<file path="src/rtl/pcm_rx_pkg.sv">
package pcm_rx_pkg;
  typedef enum logic [1:0] {FR_RIGHT = 2'd0, FR_LEFT = 2'd1, FR_DELAY = 2'd2} framing_e;
endpackage

</file>
<file path="src/rtl/pcm_fmt_decode.sv">
module pcm_fmt_decode
  import pcm_rx_pkg::*;
#(
  parameter int NW = 5
) (
  input  logic [2:0]    fmt,
  output framing_e      framing,
  output logic [NW-1:0] nbits
);
  always_comb begin
    framing = FR_RIGHT;
    nbits   = NW'(16);
    unique case (fmt)
      3'd0: begin framing = FR_RIGHT; nbits = NW'(16); end
      3'd1: begin framing = FR_RIGHT; nbits = NW'(20); end
      3'd2: begin framing = FR_RIGHT; nbits = NW'(24); end
      3'd3: begin framing = FR_LEFT;  nbits = NW'(24); end
      3'd4: begin framing = FR_DELAY; nbits = NW'(16); end
      3'd5: begin framing = FR_DELAY; nbits = NW'(24); end
      3'd6: begin framing = FR_DELAY; nbits = NW'(20); end
      default: begin framing = FR_LEFT; nbits = NW'(20); end
    endcase
  end
endmodule

</file>
<file path="src/rtl/pcm_bit_shifter.sv">
module pcm_bit_shifter
  import pcm_rx_pkg::*;
#(
  parameter int W  = 24,
  parameter int CW = 6,
  parameter int NW = 5
) (
  input  logic          clk,
  input  logic          rst,
  input  logic          lrck,
  input  logic          sdata,
  input  logic          lr_pol,
  input  framing_e      framing,
  input  logic [NW-1:0] nbits,
  output logic          cap_o,
  output logic          cap_left_o,
  output logic [W-1:0]  word_o
);
  localparam logic [CW-1:0] CNT_MAX = {CW{1'b1}};

  logic [W-1:0]  sr;
  logic          lrck_q;
  logic          armed;
  logic [CW-1:0] cnt;
  logic          frame_edge;
  logic          hit;
  logic [CW-1:0] target;

  assign frame_edge = armed && (lrck != lrck_q);
  assign target     = CW'(nbits) + ((framing == FR_DELAY) ? CW'(1) : CW'(0));
  assign hit        = (framing == FR_RIGHT) ? frame_edge : (!frame_edge && cnt == target);

  always_ff @(posedge clk) begin
    if (rst) begin
      sr         <= '0;
      lrck_q     <= 1'b0;
      armed      <= 1'b0;
      cnt        <= CNT_MAX;
      cap_o      <= 1'b0;
      cap_left_o <= 1'b0;
      word_o     <= '0;
    end else begin
      sr     <= {sr[W-2:0], sdata};
      lrck_q <= lrck;
      armed  <= 1'b1;
      if (frame_edge)          cnt <= CW'(1);
      else if (cnt != CNT_MAX) cnt <= cnt + CW'(1);
      cap_o <= hit;
      if (hit) begin
        cap_left_o <= (lrck_q != lr_pol);
        word_o     <= sr;
      end
    end
  end

  // nothing is captured before the first frame-clock change after reset
  a_r8_no_capture_unarmed: assert property (@(posedge clk) disable iff (rst)
    !armed |=> !cap_o);
endmodule

</file>
<file path="src/rtl/pcm_word_out.sv">
module pcm_word_out #(
  parameter int W  = 24,
  parameter int NW = 5
) (
  input  logic          clk,
  input  logic          rst,
  input  logic          cap,
  input  logic          cap_left,
  input  logic [W-1:0]  word,
  input  logic [NW-1:0] nbits,
  output logic [W-1:0]  left_o,
  output logic [W-1:0]  right_o,
  output logic          valid_o
);
  logic [NW-1:0]       sh;
  logic signed [W-1:0] shifted;
  logic signed [W-1:0] ext;
  logic [W-1:0]        left_hold;

  always_comb begin
    sh      = NW'(W) - nbits;
    shifted = $signed(word << sh);
    ext     = shifted >>> sh;
  end

  always_ff @(posedge clk) begin
    if (rst) begin
      left_hold <= '0;
      left_o    <= '0;
      right_o   <= '0;
      valid_o   <= 1'b0;
    end else begin
      valid_o <= 1'b0;
      if (cap && cap_left) left_hold <= ext;
      if (cap && !cap_left) begin
        left_o  <= left_hold;
        right_o <= ext;
        valid_o <= 1'b1;
      end
    end
  end

  logic signed [W-1:0] lchk, rchk;
  assign lchk = $signed(left_o) >>> (nbits - NW'(1));
  assign rchk = $signed(right_o) >>> (nbits - NW'(1));

  a_r6_left_sign_ext: assert property (@(posedge clk) disable iff (rst)
    valid_o |-> (lchk == '0 || lchk == '1));
  a_r6_right_sign_ext: assert property (@(posedge clk) disable iff (rst)
    valid_o |-> (rchk == '0 || rchk == '1));
  a_r7_valid_one_cycle: assert property (@(posedge clk) disable iff (rst)
    valid_o |=> !valid_o);
endmodule

</file>
<file path="src/rtl/pcm_serial_rx.sv">
module pcm_serial_rx
  import pcm_rx_pkg::*;
#(
  parameter int W  = 24,
  parameter int CW = 6
) (
  input  logic         clk,
  input  logic         rst,
  input  logic [2:0]   fmt,
  input  logic         lr_pol,
  input  logic         lrck,
  input  logic         sdata,
  output logic [W-1:0] left_o,
  output logic [W-1:0] right_o,
  output logic         valid_o
);
  localparam int NW = $clog2(W + 1);

  framing_e      framing;
  logic [NW-1:0] nbits;
  logic          cap, cap_left;
  logic [W-1:0]  word;

  pcm_fmt_decode #(.NW(NW)) u_dec (
    .fmt(fmt), .framing(framing), .nbits(nbits)
  );

  pcm_bit_shifter #(.W(W), .CW(CW), .NW(NW)) u_shift (
    .clk(clk), .rst(rst), .lrck(lrck), .sdata(sdata), .lr_pol(lr_pol),
    .framing(framing), .nbits(nbits),
    .cap_o(cap), .cap_left_o(cap_left), .word_o(word)
  );

  pcm_word_out #(.W(W), .NW(NW)) u_out (
    .clk(clk), .rst(rst), .cap(cap), .cap_left(cap_left), .word(word),
    .nbits(nbits), .left_o(left_o), .right_o(right_o), .valid_o(valid_o)
  );

  // every code decodes to one of the three supported word lengths
  a_r1_width_legal: assert property (@(posedge clk) disable iff (rst)
    (nbits == NW'(16) || nbits == NW'(20) || nbits == NW'(24)));
  // a right-word capture is followed by the pair strobe
  a_r7_pair_after_right: assert property (@(posedge clk) disable iff (rst)
    (cap && !cap_left) |=> valid_o);
endmodule

</file>
<file path="config.mk">
export PLATFORM = sky130hd
export DESIGN_NAME = pcm_serial_rx
export DESIGN_NICKNAME = d
export VERILOG_FILES = /design/src/rtl/pcm_rx_pkg.sv /design/src/rtl/pcm_fmt_decode.sv /design/src/rtl/pcm_bit_shifter.sv /design/src/rtl/pcm_word_out.sv /design/src/rtl/pcm_serial_rx.sv
export SDC_FILE = /design/constraint.sdc
export NUM_CORES = 1
export LEC_CHECK = 0
export BUFFER_PORTS_ARGS = -buffer_cell sky130_fd_sc_hd__buf_2
export CAP_MARGIN = 20
export CELL_PAD_IN_SITES_DETAIL_PLACEMENT = 0
export CELL_PAD_IN_SITES_GLOBAL_PLACEMENT = 1
export CORE_ASPECT_RATIO = 1.25
export CORE_MARGIN = 4
export CORE_UTILIZATION = 44
export CTS_CLUSTER_SIZE = 20
export DETAILED_ROUTE_END_ITERATION = 16
export PLACE_DENSITY = 0.8
export SLEW_MARGIN = 15
export SYNTH_ARGS = -nofsm -noshare
export SYNTH_HDL_FRONTEND = slang
export SYNTH_SLANG_ARGS = --single-unit
</file>
<file path="constraint.sdc">
create_clock -name clk -period 3.35 [get_ports clk]
set_clock_uncertainty 0.1 [all_clocks]
set_input_delay 1.005 -clock clk [delete_from_list [all_inputs] [get_ports clk]]
set_output_delay 1.005 -clock clk [all_outputs]
set_load 0.05 [all_outputs]
</file>
### Word-level counts from Yosys, hierarchy flattened

Cells that the tools add are included.

* output and inout port bits: 49
* logic and storage cells: 50
* input bits: 8
* bits in registers: 131

* shifts and indexed selects: 2
* add/subtract/negate cells: 3
* reduce and logical (&&, ||, !) cells: 14
* equality and inequality tests: 11
* mux-type cells: 8

Operators with widths (count)
* 24-bit by 5-bit left shift with 24-bit output: 1
* 24-bit by 5-bit >>> shifter with 24-bit output: 1
* 6-bit 2-to-1 mux: 2
* 3-bit == test, second input constant: 3
* 3-bit OR reduction: 3
* 4-bit one-hot mux with 2 select lines: 1
* 5-bit by 6-bit adder with 6-bit output: 1
* 6-bit by 1-bit adder with 6-bit output, second input constant: 1
* 3-bit by 2-bit == test with 1-bit output, second input constant: 2
* 6-bit == test: 1
* 6-bit != test, second input constant: 1
* 5-bit subtractor, first input constant: 1
* 1-bit logical AND: 4
* 1-bit 2-to-1 mux: 4
* 2-bit one-hot mux with 2 select lines: 1
* 2-bit OR reduction: 2
* 3-bit by 1-bit == test with 1-bit output, second input constant: 1
* 3-bit logical NOT: 1
* 2-bit == test, second input constant: 1
* 1-bit logical NOT: 2
* 2-bit logical NOT: 1
* 1-bit != test: 2
* 2-bit nonzero test: 1

### Logic depth before layout (Yosys ltp)

Gate-level depths: netlist of run 1.

* depth in word-level cells: 9
* mapped depth: 7
* mapped depth without buffers: 5

### Modules after synthesis

Synthesis of run 1 repeated with hierarchy kept, for this count alone.

* cells, all modules: 897
* area, all modules: 7982.7 µm²

By module, submodules not included
* pcm_word_out: cells an instance 691, area each 5675.4 µm², times used 1, sequential area each 1461.4 µm²
* pcm_bit_shifter: cells an instance 194, area each 2235.9 µm², times used 1, sequential area each 1161.1 µm²
* pcm_fmt_decode: cells an instance 12, area each 71.3 µm², times used 1, sequential area each 0.0 µm²

### Worst setup path after synthesis of run 1

OpenSTA, ideal clock, no wires.

* path kind: input to register
* start: input fmt[2]
* end: register u_shift.word_o[10]
* setup time: 121 ps
* stages on the path: 6
* path slack: 682 ps
* path buffers: 2
* arrival: 2447 ps
* required time: 3129 ps
* cell sequence: clkbuf_8 > a21oi_1 > nor4_4 > a32oi_4 > buf_6 > mux2_4

* cells in the longest elaborated chain, start to end: 9
* elaborated cells on any way between the ends: 20
* classes of those cells: 1 x add/sub; 8 x eq/ne; 4 x mux; 7 x reduce/logical

RTL lines
* from (decl): line pcm_serial_rx.sv:9 `input logic [2:0] fmt,`
* 3-bit == test (tied with other cells): line pcm_fmt_decode.sv:13 `unique case (fmt)`
* 3-bit OR reduction (no line)
* 2-bit one-hot mux with 2 select lines: line pcm_fmt_decode.sv:13
* 2-bit == test: line pcm_bit_shifter.sv:30 `assign target = CW'(nbits) + ((framing == FR_DELAY) ? CW'(1) : CW'(0));`
* 1-bit 2-to-1 mux: line pcm_bit_shifter.sv:30
* 5-bit by 6-bit adder with 6-bit output: line pcm_bit_shifter.sv:30
* 6-bit == test: line pcm_bit_shifter.sv:31 `assign hit = (framing == FR_RIGHT) ? frame_edge : (!frame_edge && cnt == target);`
* 1-bit logical AND: line pcm_bit_shifter.sv:31
* 1-bit 2-to-1 mux *: line pcm_bit_shifter.sv:31
* to (signal assigned): line pcm_bit_shifter.sv:51 `word_o <= sr;`
* to (decl): line pcm_bit_shifter.sv:17 `output logic [W-1:0] word_o`

Mark *: on every way between the ends. The rest lies on a longest branch, timed or not.
A chain may end at the register's enable or synchronous reset.

### Worst setup path after layout of run 1

* start: input lrck
* end: register u_shift.word_o[2]

* cells in the longest elaborated chain, start to end: 5

RTL lines
* from (decl): line pcm_serial_rx.sv:11 `input logic lrck,`
* 1-bit != test *: line pcm_bit_shifter.sv:29 `assign frame_edge = armed && (lrck != lrck_q);`
* 1-bit logical AND *: line pcm_bit_shifter.sv:29
* 1-bit logical NOT: line pcm_bit_shifter.sv:31
* 1-bit logical AND: line pcm_bit_shifter.sv:31
* 1-bit 2-to-1 mux *: line pcm_bit_shifter.sv:31

Marks and branches as above.

==> metrics.txt, run 1 <==
outcome complete, no violations; drt initial violations 159; Net Sw Power around 0.78 mW; pre-CTS setup slack 0.4302 ns; post-CTS setup buffers 0; post-synth top area cell dfxtp_1; WL final slightly above 9000 µm; Resize count post-CTS 0; final instance area 0.005658 mm²; die extent in x 101.1 µm; Critical Path RT 3.54 ns; worst slew pin tran 1.004 ns; CTS sink cnt 131; global-route wire length before repair approximately 16000 µm; FMAX around 400 MHz; Crit path arrival time 2.67 ns; Skew-Pair Late Insertion Delay about 0.4 ns; Die Area 0.01258 mm²; nets@finish approximately 560; layout cell share with drive strength beyond 1 0.2054; Post-Synth Simple-Gate Area 0.2006; Core Util, Final 0.5330; Yosys reg bits 131; vias in the first global route 3211; PD cells 626.7 mW/mm²; number of hold buffers added after cts 0; critical path capture point type register; post-synthesis cell count 504; Clk pwr share 0.469; placed cell area slightly above 0.005 mm²; Clock Tree Buf Depth 2; core area about 0.011 mm²; Seq/Total Area, Yosys 0.5497; CTS buffer count 17; Yosys cell types 38; Sum Neg Setup Slack 0 ns; Reg2Reg Launch Point u_shift.lrck_q; largest net degree at the start of global routing 67; mux cell area share after synthesis 0.08340; area share of the largest cell type after synthesis 0.5497; Slowest cell on crit path and2_0; yosys warns 0; Pre-Repair DR Iteration Count 6; initial antenna violation count 0; peak supply drop ~0.36 mV; CP startpoint lrck; Worst Hold Class reg2reg; CP max stage delay 0.47 ns; Top delay family on crit path simple AND/OR/NAND/NOR gates; Ant. Diodes 0; via count 3369; Synth Flop Type dfxtp_1; Syn Area/Cell 9.466 µm²; crit-path cells buf_2, xor2_1, and2_0, nor4_4, a32oi_4, buf_12, mux2_2; critical path type in2reg; register share of total power 0.461; max-cap viol count 0; number of synthesized flops with an enable pin 0; fillcell total approximately 1k; relative slew slack 0.3306; Buf/Inv on CP 2; Mapped Area between 0.004 and 0.005 mm²; crit path max fanout 26; Area growth, synth to finish 18.59%; Placer Congestion 0.7620; Site Rows 42; Overflow after GRT 0; ANT nets after route 0; Root Driver clkbuf_16; combinational family with the most area after synthesis simple AND/OR/NAND/NOR gates; most common cell in the synthesized netlist dfxtp_1; Remaining DRCs 0; top cells by area, synth dfxtp_1 (55%), nand2_1 (10%), a21oi_1 (7.2%); PnR worst setup slack a little under 0.9 ns; I/O pin count 57; Tcrit/Tclk final 0.7413; Port-buffer cells 56; Hold Slack roughly 0.35 ns; Initial Util 0.4494; die height roughly 120 µm; Wirelength per Cell about 13 µm; XOR/XNOR Fraction of Synth Area 0.01101; htree depth 4; P_int 2.764 mW; clock-pin transition on the worst setup and hold timing paths 0.05 ns; vias per cell 4.868; Synth Area in Adders 0.002623; hold path startpoint u_shift.sr[23]; Sw Share 0.2206; Slew Limit Fails 0; gr usage total 0.1574; final hold vios 0; RSZ-0062 raised after global routing false; Gate power share 0.070; fraction of registers with async set/reset 0; final setup fails 0; post-synthesis net count 513; CP Launch Type primary input; TritonCTS clock tree done; Compound-Gate Fraction of Synth Area 0.1175; Leak 2.300 nW; post-DP HPWL 6166 µm; min Tclk post-route about 2.5 ns; Synth top cells by count dfxtp_1 (131), nand2_1 (127), a21oi_1 (69)
state kept, by name (all words and copies together), names as in the netlist:
name                count
u_out.left_hold        24
u_out.left_o           24
u_out.right_o          24
u_out.valid_o           1
u_shift.armed           1
u_shift.cap_left_o      1
u_shift.cap_o           1
u_shift.cnt             6
u_shift.lrck_q          1
u_shift.sr             24
u_shift.word_o         24
tightest hold or removal path, stage by stage (launching register included):
cell,delay (ns)
dfxtp_1,0.29
nand2_1,0.05
mux2i_1,0.06
cells by family after synthesis:
group,after synthesis
simple gates,204
flops,131
compound gates,96
buf+inv,36
mux,30
xor+xnor,6
fa+ha+maj,1
worst paths after layout:
kind | slack [ns] | to | depth (start not counted)
setup / recovery | 0.87 | u_shift.word_o[2] | 7
hold / removal | 0.35 | u_shift.word_o[23] | 2
setup reg to reg | 1.20 | u_shift.word_o[2] | 6
hold reg to reg | 0.35 | u_shift.word_o[23] | 2
power by group through the flow:
stage	logic, mW	clock network [mW]	registers, mW
floorplan	0.198	0	1.67
global placement	0.243	0	1.66
detailed placement	0.251	0	1.67
CTS	0.252	1.70	1.63
global route	0.276	1.78	1.64
finish	0.249	1.66	1.63
cell usage in the layout, fill, tap and decap left out, types with 3 or more instances in the layout:
| cell type | count |
|---|---|
| mux2i_1 | 6 |
| clkbuf_1 | 4 |
| a211oi_1 | 8 |
| mux2_4 | 18 |
| clkbuf_8 | 3 |
| buf_4 | 3 |
| a21oi_1 | 69 |
| xor2_1 | 4 |
| buf_2 | 55 |
| and3_1 | 4 |
| and2b_1 | 10 |
| mux2_2 | 6 |
| o211ai_1 | 8 |
| nor2b_1 | 38 |
| nand2_1 | 127 |
| dfxtp_1 | 131 |
| o21ai_0 | 5 |
| nor2_1 | 13 |
| clkinv_2 | 5 |
| clkbuf_16 | 17 |
routing by layer:
metal,wire length [µm],GRT usage
met5,0,0
met2,4263,0.2354
met4,123,0.05399
met1,4514,0.2128
met3,332,0.05098
per-stage QoR:
step | instances | power [mW]
6_report | 692 | 3.546
4_1_cts | 692 | 3.586
3_3_place_gp | 662 | 1.907
3_5_place_dp | 662 | 1.916
5_1_grt | 692 | 3.695
2_1_floorplan | 504 | 1.864
area by class of cell:
type	instances	area, µm²	share of cell area
clock buffers	24	481.7	0.08514
inverters	2	7.507	0.001327
flip-flops and latches	131	2623	0.4635
multi-input cells	337	1988	0.3514
clock inverters	6	55.05	0.009730
well taps	132	165.2	0.02919
repair buffers	60	337.8	0.05971
(Power assumes the default switching activity.)
==> run 2, diff against run 1 <==
--- a/config.mk
+++ b/config.mk
@@ -5,16 +5,17 @@
 export SDC_FILE = /design/constraint.sdc
 export NUM_CORES = 1
 export LEC_CHECK = 0
+export ABC_AREA = 1
 export BUFFER_PORTS_ARGS = -buffer_cell sky130_fd_sc_hd__buf_2
 export CAP_MARGIN = 20
 export CELL_PAD_IN_SITES_DETAIL_PLACEMENT = 0
 export CELL_PAD_IN_SITES_GLOBAL_PLACEMENT = 1
 export CORE_ASPECT_RATIO = 1.25
 export CORE_MARGIN = 4
-export CORE_UTILIZATION = 44
+export CORE_UTILIZATION = 38
 export CTS_CLUSTER_SIZE = 20
 export DETAILED_ROUTE_END_ITERATION = 16
-export PLACE_DENSITY = 0.8
+export PLACE_DENSITY = 0.76
 export SLEW_MARGIN = 15
 export SYNTH_ARGS = -nofsm -noshare
 export SYNTH_HDL_FRONTEND = slang
==> constraint.sdc (replaced) <==
create_clock -name clk -period 2.2 [get_ports clk]
set_clock_uncertainty 0.1 [all_clocks]
set_input_delay 0.66 -clock clk [delete_from_list [all_inputs] [get_ports clk]]
set_output_delay 0.66 -clock clk [all_outputs]
set_load 0.05 [all_outputs]
==> run 2 against run 1 <==
Net effect: final area rose by 4.6%; setup slack got worse by 0.46 ns; final cell count rose by 22%; sequential share of layout area fell by 2.0 points; hold slack got worse by 0.028 ns; largest cell class unchanged; largest power group unchanged.
==> metrics.txt, run 2 <==
drt initial violations 183 (was 159); Clock Tree Buf Depth 2 (unchanged); htree depth 4 (unchanged); vias in the first global route 3542 (was 3211); TritonCTS clock tree done (unchanged); Resize count post-CTS 0 (unchanged); Site Rows 45 (was 42); outcome complete, no violations (unchanged); Compound-Gate Fraction of Synth Area 0.1701 (was 0.1175); RSZ-0062 raised after global routing false (unchanged); crit-path cells buf_2 (was buf_2, xor2_1, and2_0, nor4_4, a32oi_4, buf_12, mux2_2); CTS sink cnt 131 (unchanged); most common cell in the synthesized netlist dfxtp_1 (unchanged); Die Area 0.01464 mm² (was 0.01258 mm²); Synth top cells by count dfxtp_1 (131), nor2_1 (105), inv_1 (81) (was dfxtp_1 (131), nand2_1 (127), a21oi_1 (69)); critical path type reg2out (was in2reg); nets@finish 673 (was 558); number of hold buffers added after cts 0 (unchanged); XOR/XNOR Fraction of Synth Area 0.001806 (was 0.01101); via count 3894 (was 3369); Root Driver clkbuf_16 (unchanged); max layer used met4 (unchanged); top cells by area, synth dfxtp_1 (54%), o21ai_0 (8.2%), nor2_1 (8.1%) (was dfxtp_1 (55%), nand2_1 (10%), a21oi_1 (7.2%)); pre-CTS setup slack 0.1525 ns (was 0.4302 ns); Yosys cell types 29 (was 38); Pre-Repair DR Iteration Count 4 (was 6); combinational family with the most area after synthesis simple AND/OR/NAND/NOR gates (unchanged); Buf/Inv on CP 1 (was 2); core area 0.01233 mm² (was 0.01062 mm²); Skew-Pair Late Insertion Delay 0.41 ns (was 0.40 ns); Finished Layout Cells 841 (was 692); ANT nets after route 0 (unchanged); Syn Area/Cell 7.896 µm² (was 9.466 µm²); Wirelength per Cell 11.66 µm (was 13.34 µm); Top delay family on crit path flip-flops (was simple AND/OR/NAND/NOR gates); critical path capture point type output pin (was register); final setup fails 0 (unchanged); Critical Path RT 1.44 ns (was 3.54 ns); WL met1 4684 µm (was 4514 µm); Hold Slack 0.3196 ns (was 0.3480 ns); clock-pin transition on the worst setup and hold timing paths 0.06 ns (was 0.05 ns); CP Launch Type register (was primary input); Leak 2.782 nW (was 2.300 nW); relative slew slack 0.6232 (was 0.3306); Worst Hold Class reg2reg (unchanged); post-DP HPWL 6513 µm (was 6166 µm); Sum Neg Setup Slack 0 ns (unchanged); Slew Limit Fails 0 (unchanged); post-synth top area cell dfxtp_1 (unchanged); vias per cell 4.630 (was 4.868); post-CTS setup buffers 0 (unchanged); crit path max fanout 2 (was 26); worst slew pin tran 0.5609 ns (was 1.004 ns); yosys warns 0 (unchanged); Initial Util 0.3932 (was 0.4494); commonest non-fill, non-tap cells in the layout dfxtp_1 (131), nor2_1 (105), inv_1 (80), o21ai_0 (79), a21oi_1 (66) (was dfxtp_1 (131), nand2_1 (127), a21oi_1 (69), buf_2 (55), nor2b_1 (38)); met3 wire length 353 µm (was 332 µm); max-cap viol count 0 (unchanged); layout cell share with drive strength beyond 1 0.1640 (was 0.2054); Ant. Diodes 0 (unchanged); Placed Cells 809 (was 662); Area growth, synth to finish 22.04% (was 18.59%); PD cells 1018 mW/mm² (was 626.7 mW/mm²); post-synthesis cell count 614 (was 504); Overflow after GRT 0 (unchanged); number of synthesized flops with an enable pin 0 (unchanged); Synth Flop Type dfxtp_1 (unchanged); Yosys reg bits 131 (unchanged); commonest non-fill, non-tap cell in the layout dfxtp_1 (unchanged); DR WL met2 4601 µm (was 4263 µm); CP max stage delay 0.35 ns (was 0.47 ns); FMAX 558.4 MHz; post-synthesis net count 623 (was 513); Placer Congestion 0.7844 (was 0.7620); Tcrit/Tclk final 0.8140; Seq/Total Area, Yosys 0.5409 (was 0.5497); final hold vios 0 (unchanged); fraction of registers with async set/reset 0 (unchanged); Port-buffer cells 56 (unchanged); Slowest cell on crit path dfxtp_1 (was and2_0); mux cell area share after synthesis 0.002065 (was 0.08340); global-route wire length before repair 16350 µm (was 15950 µm); Synth Area in Adders 0.002581 (was 0.002623); I/O pin count 57 (unchanged); min Tclk post-route 1.791 ns; die height 134.3 µm (was 124.4 µm); Post-Synth Simple-Gate Area 0.1719 (was 0.2006); Crit path arrival time 1.03 ns (was 2.67 ns); largest net degree at the start of global routing 53 (was 67); WL final 9808 µm (was 9233 µm); PnR worst setup slack 0.4091 ns (was 0.8666 ns); gr usage total 0.1405 (was 0.1574); initial antenna violation count 0 (unchanged); CTS buffer count 17 (unchanged); Remaining DRCs 0 (unchanged); Mapped Area 0.004848 mm² (was 0.004771 mm²); peak supply drop 0.4353 mV (was 0.3590 mV); die extent in x 109.0 µm (was 101.1 µm); area share of the largest cell type after synthesis 0.5409 (was 0.5497)
==> run 2: changes by cell type after synthesis, moves of 18 or more <==
cell and change:
nand2_1 -78, mux2_4 -18, inv_1 +80, o21ai_0 +74
nand3_1 +38, nor2b_1 -39, nor2_1 +92
==> run 2: layout make-up <==
| class | instances | area [µm²] |
|---|---|---|
| fill | 1226 | 6414 |
| sequential | 131 | 2623 |
| multi-input combinational | 361 | 1694 |
| timing repair buffer | 69 | 452.9 |
| clock buffer | 20 | 446.7 |
| inverter | 84 | 315.3 |
| tap | 164 | 205.2 |
| clock inverter | 12 | 180.2 |
==> run 2: per-stage QoR <==
| step | utilization | instance area [µm²] | total power, mW |
|---|---|---|---|
| 4_1_cts | 0.4799 | 5917 | 6.089 |
| 6_report | 0.4799 | 5917 | 6.021 |
| 3_5_place_dp | 0.4290 | 5290 | 3.127 |
| 5_1_grt | 0.4799 | 5917 | 6.264 |
| 3_3_place_gp | 0.4290 | 5290 | 3.116 |
| 2_1_floorplan | - | 4848 | 2.992 |
==> run 2: worst paths after layout <==
check / end / start / cells after the start / slack, ns
setup reg to reg: u_shift.cnt[1] / u_shift.cnt[0] / 6 / 0.49
hold / removal: u_shift.sr[18] / u_shift.sr[17] / 2 / 0.32
hold reg to reg: u_shift.sr[18] / u_shift.sr[17] / 2 / 0.32
setup / recovery: right_o[6] / u_out.right_o[6] / 1 / 0.41
==> run 2: logic make-up after synthesis <==
| logic type | Yosys count |
|---|---|
| and+or+nand+nor | 200 |
| AOI/OAI and AO/OA | 158 |
| DFF | 131 |
| buffers and inverters | 122 |
| xor gates and xnor gates | 1 |
| muxes | 1 |
| adders and majority gates | 1 |
==> run 2: metal layers <==
metal  vias up  track usage
li1       2067            -
met1      1755       0.1767
met2        58       0.2240
met3        14      0.03852
met4         0      0.06105
met5         -            0
==> run 2: power by group <==
group	total (mW)	leakage, nW	internal [mW]	switching (mW)
registers	2.52	1.06	2.47	0.0555
logic	0.549	1.42	0.169	0.380
clock network	2.95	0.301	1.93	1.02
total	6.02	2.78	4.57	1.45
==> run 3, diff against run 2 <==
==> constraint.sdc (replaced) <==
create_clock -name clk -period 1.6 [get_ports clk]
set_clock_uncertainty 0.1 [all_clocks]
set_input_delay 0.48 -clock clk [delete_from_list [all_inputs] [get_ports clk]]
set_output_delay 0.48 -clock clk [all_outputs]
set_load 0.05 [all_outputs]
==> run 3 against run 2 <==
Net effect: setup slack got worse by 0.37 ns; critical path depth did not move; global-route usage rose by 0.49 points; non-clock buffer count rose by 16; hold slack got worse by 0.13 ns; sequential share of layout area fell by 3.2 points; utilization rose by 3.7 points; die area did not move; via count rose by 3.5%; first-iteration DRC count rose by 34%; routed wire length rose by 9.3%; sequential cell count did not move.
==> metrics.txt, run 3 (synthesized netlist as in run 2, its figures left out) <==
CP max stage delay 0.32 ns (was 0.35 ns); Tcrit/Tclk final 0.9756; Site Rows 45 (unchanged); Buf/Inv on CP 1 (unchanged); vias per cell 4.701 (was 4.630); initial antenna violation count 0 (unchanged); footprint of the multi-input gates 0.001808 mm² (was 0.001694 mm²); CTS sink cnt 131 (unchanged); Leak 2.920 nW (was 2.782 nW); Worst Hold Class in2reg (was reg2reg); layout cell share with drive strength beyond 1 0.2266 (was 0.1640); post-DP HPWL 6612 µm (was 6513 µm); vias in the first global route 3659 (was 3542); crit-path cells buf_2 (unchanged); placed cell area 0.005365 mm² (was 0.005290 mm²); Reg2Reg Launch Point u_shift.lrck_q (was u_shift.cnt[0]); die extent in x 109.0 µm (unchanged); crit path max fanout 2 (unchanged); fillcell total 1170 (was 1226); gr usage total 0.1455 (was 0.1405); Root Driver clkbuf_16 (unchanged); ANT nets after route 0 (unchanged); Area growth, synth to finish 31.51% (was 22.04%); RSZ-0062 raised after global routing true (was false); Power Total 8.740 mW (was 6.021 mW); Top delay family on crit path flip-flops (unchanged); I/O pin count 57 (unchanged); CP Launch Type register (unchanged); outcome complete, no violations (unchanged); Crit path arrival time 0.98 ns (was 1.03 ns); PnR worst setup slack 0.03901 ns (was 0.4091 ns); hold path startpoint sdata (was u_shift.sr[17]); FMAX 640.6 MHz; Seq. cell area 0.002625 mm² (was 0.002623 mm²); drt initial violations 246 (was 183); htree depth 4 (unchanged); Skew-Pair Late Insertion Delay 0.40 ns (was 0.41 ns); relative slew slack 0.8038 (was 0.6232); Remaining DRCs 0 (unchanged); worst slew pin tran 0.2906 ns (was 0.5609 ns); Die Area 0.01464 mm² (unchanged); die height 134.3 µm (unchanged); core area 0.01233 mm² (unchanged); Wirelength per Cell 12.51 µm (was 11.66 µm); PD cells 1371 mW/mm² (was 1018 mW/mm²); Core Util, Final 0.5171 (was 0.4799); Ant. Diodes 0 (unchanged); Slew Limit Fails 0 (unchanged); peak supply drop 0.6186 mV (was 0.4353 mV); final setup fails 0 (unchanged); Slowest cell on crit path dfxtp_1 (unchanged); final instance area 0.006376 mm² (was 0.005917 mm²); Clock Tree Buf Depth 2 (unchanged); critical path type reg2out (unchanged); Initial Util 0.3932 (unchanged); Pre-Repair DR Iteration Count 4 (unchanged); pre-CTS setup slack -0.2263 ns (was 0.1525 ns); clock-pin transition on the worst setup and hold timing paths 0.06 ns (about the same); critical path capture point type output pin (unchanged); number of hold buffers added after cts 0 (unchanged); global-route wire length before repair 17020 µm (was 16350 µm); CTS buffer count 17 (unchanged); Port-buffer cells 56 (unchanged); commonest non-fill, non-tap cells in the layout dfxtp_1 (129), nor2_1 (104), inv_1 (79), o21ai_0 (79), nand2_1 (49) (was dfxtp_1 (131), nor2_1 (105), inv_1 (80), o21ai_0 (79), a21oi_1 (66)); Overflow after GRT 0 (unchanged); min Tclk post-route 1.561 ns; Placer Congestion 0.7749 (was 0.7844); largest net degree at the start of global routing 80 (was 53); nets@finish 689 (was 673); commonest non-fill, non-tap cell in the layout dfxtp_1 (unchanged); CP startpoint u_out.left_o[5] (was u_out.right_o[6]); Critical Path RT 1.02 ns (was 1.44 ns); TritonCTS clock tree done (unchanged); final hold vios 0 (unchanged); via count 4029 (was 3894); max-cap viol count 0 (unchanged); WL final 10720 µm (was 9808 µm)
==> run 3: path summary, 6_finish.rpt <==
| path | endpoint | slack [ns] | cells after the start |
|---|---|---|---|
| worst max-delay path | left_o[5] | 0.04 | 1 |
| worst min-delay path | u_shift.sr[0] | 0.19 | 3 |
| worst max register to register | u_shift.word_o[17] | 0.05 | 9 |
| worst min register to register | u_shift.sr[16] | 0.32 | 2 |
==> run 3: where the power goes <==
group	leakage [nW]	internal (mW)	total, mW	switching, mW
Clock	0.325	3.00	4.40	1.39
Combinational	1.53	0.313	0.871	0.558
Sequential	1.06	3.40	3.47	0.0767
==> run 3: what timing repair did <==
item	CTS	global route
endpoints found under the setup margin	9	56
gates resized for setup	9	63
hold endpoints to repair	0	0
cloned	0	5
pin swaps	0	3
buffers inserted	0	1
==> run 3: cell type report <==
cell class,instances,share of cell area
Clock buffer,19,0.07104
Inverter,84,0.04984
Sequential cell,131,0.4117
Clock inverter,13,0.03611
Timing Repair Buffer,85,0.1156
Multi-Input combinational cell,361,0.2836
Tap cell,164,0.03218
==> run 3: layer usage <==
metal / vias to the layer above / GRT usage / wire length (µm)
met2: 77 / 0.2333 / 5225
met3: 15 / 0.04237 / 423
li1: 2096 / - / -
met4: 0 / 0.05895 / 177
met5: - / 0 / 0
met1: 1841 / 0.1819 / 4892
==> run 3: per-stage QoR <==
| step | setup TNS (ns) | std cells | hold WS (ns) |
|---|---|---|---|
| finish | 0 | 857 | 0.1933 |
| global route | -1.125 | 857 | 0.1917 |
| CTS | 0 | 851 | 0.1824 |
| detailed placement | -6.141 | 819 | 0.3121 |
| global placement | -4.399 | 819 | 0.3100 |
| floorplan | 0 | 614 | 0.3028 |
==> run 3: tightest hold or removal path: stages <==
cell and delay [ns]:
buf_2 0.09, inv_1 0.04, nor2_1 0.03
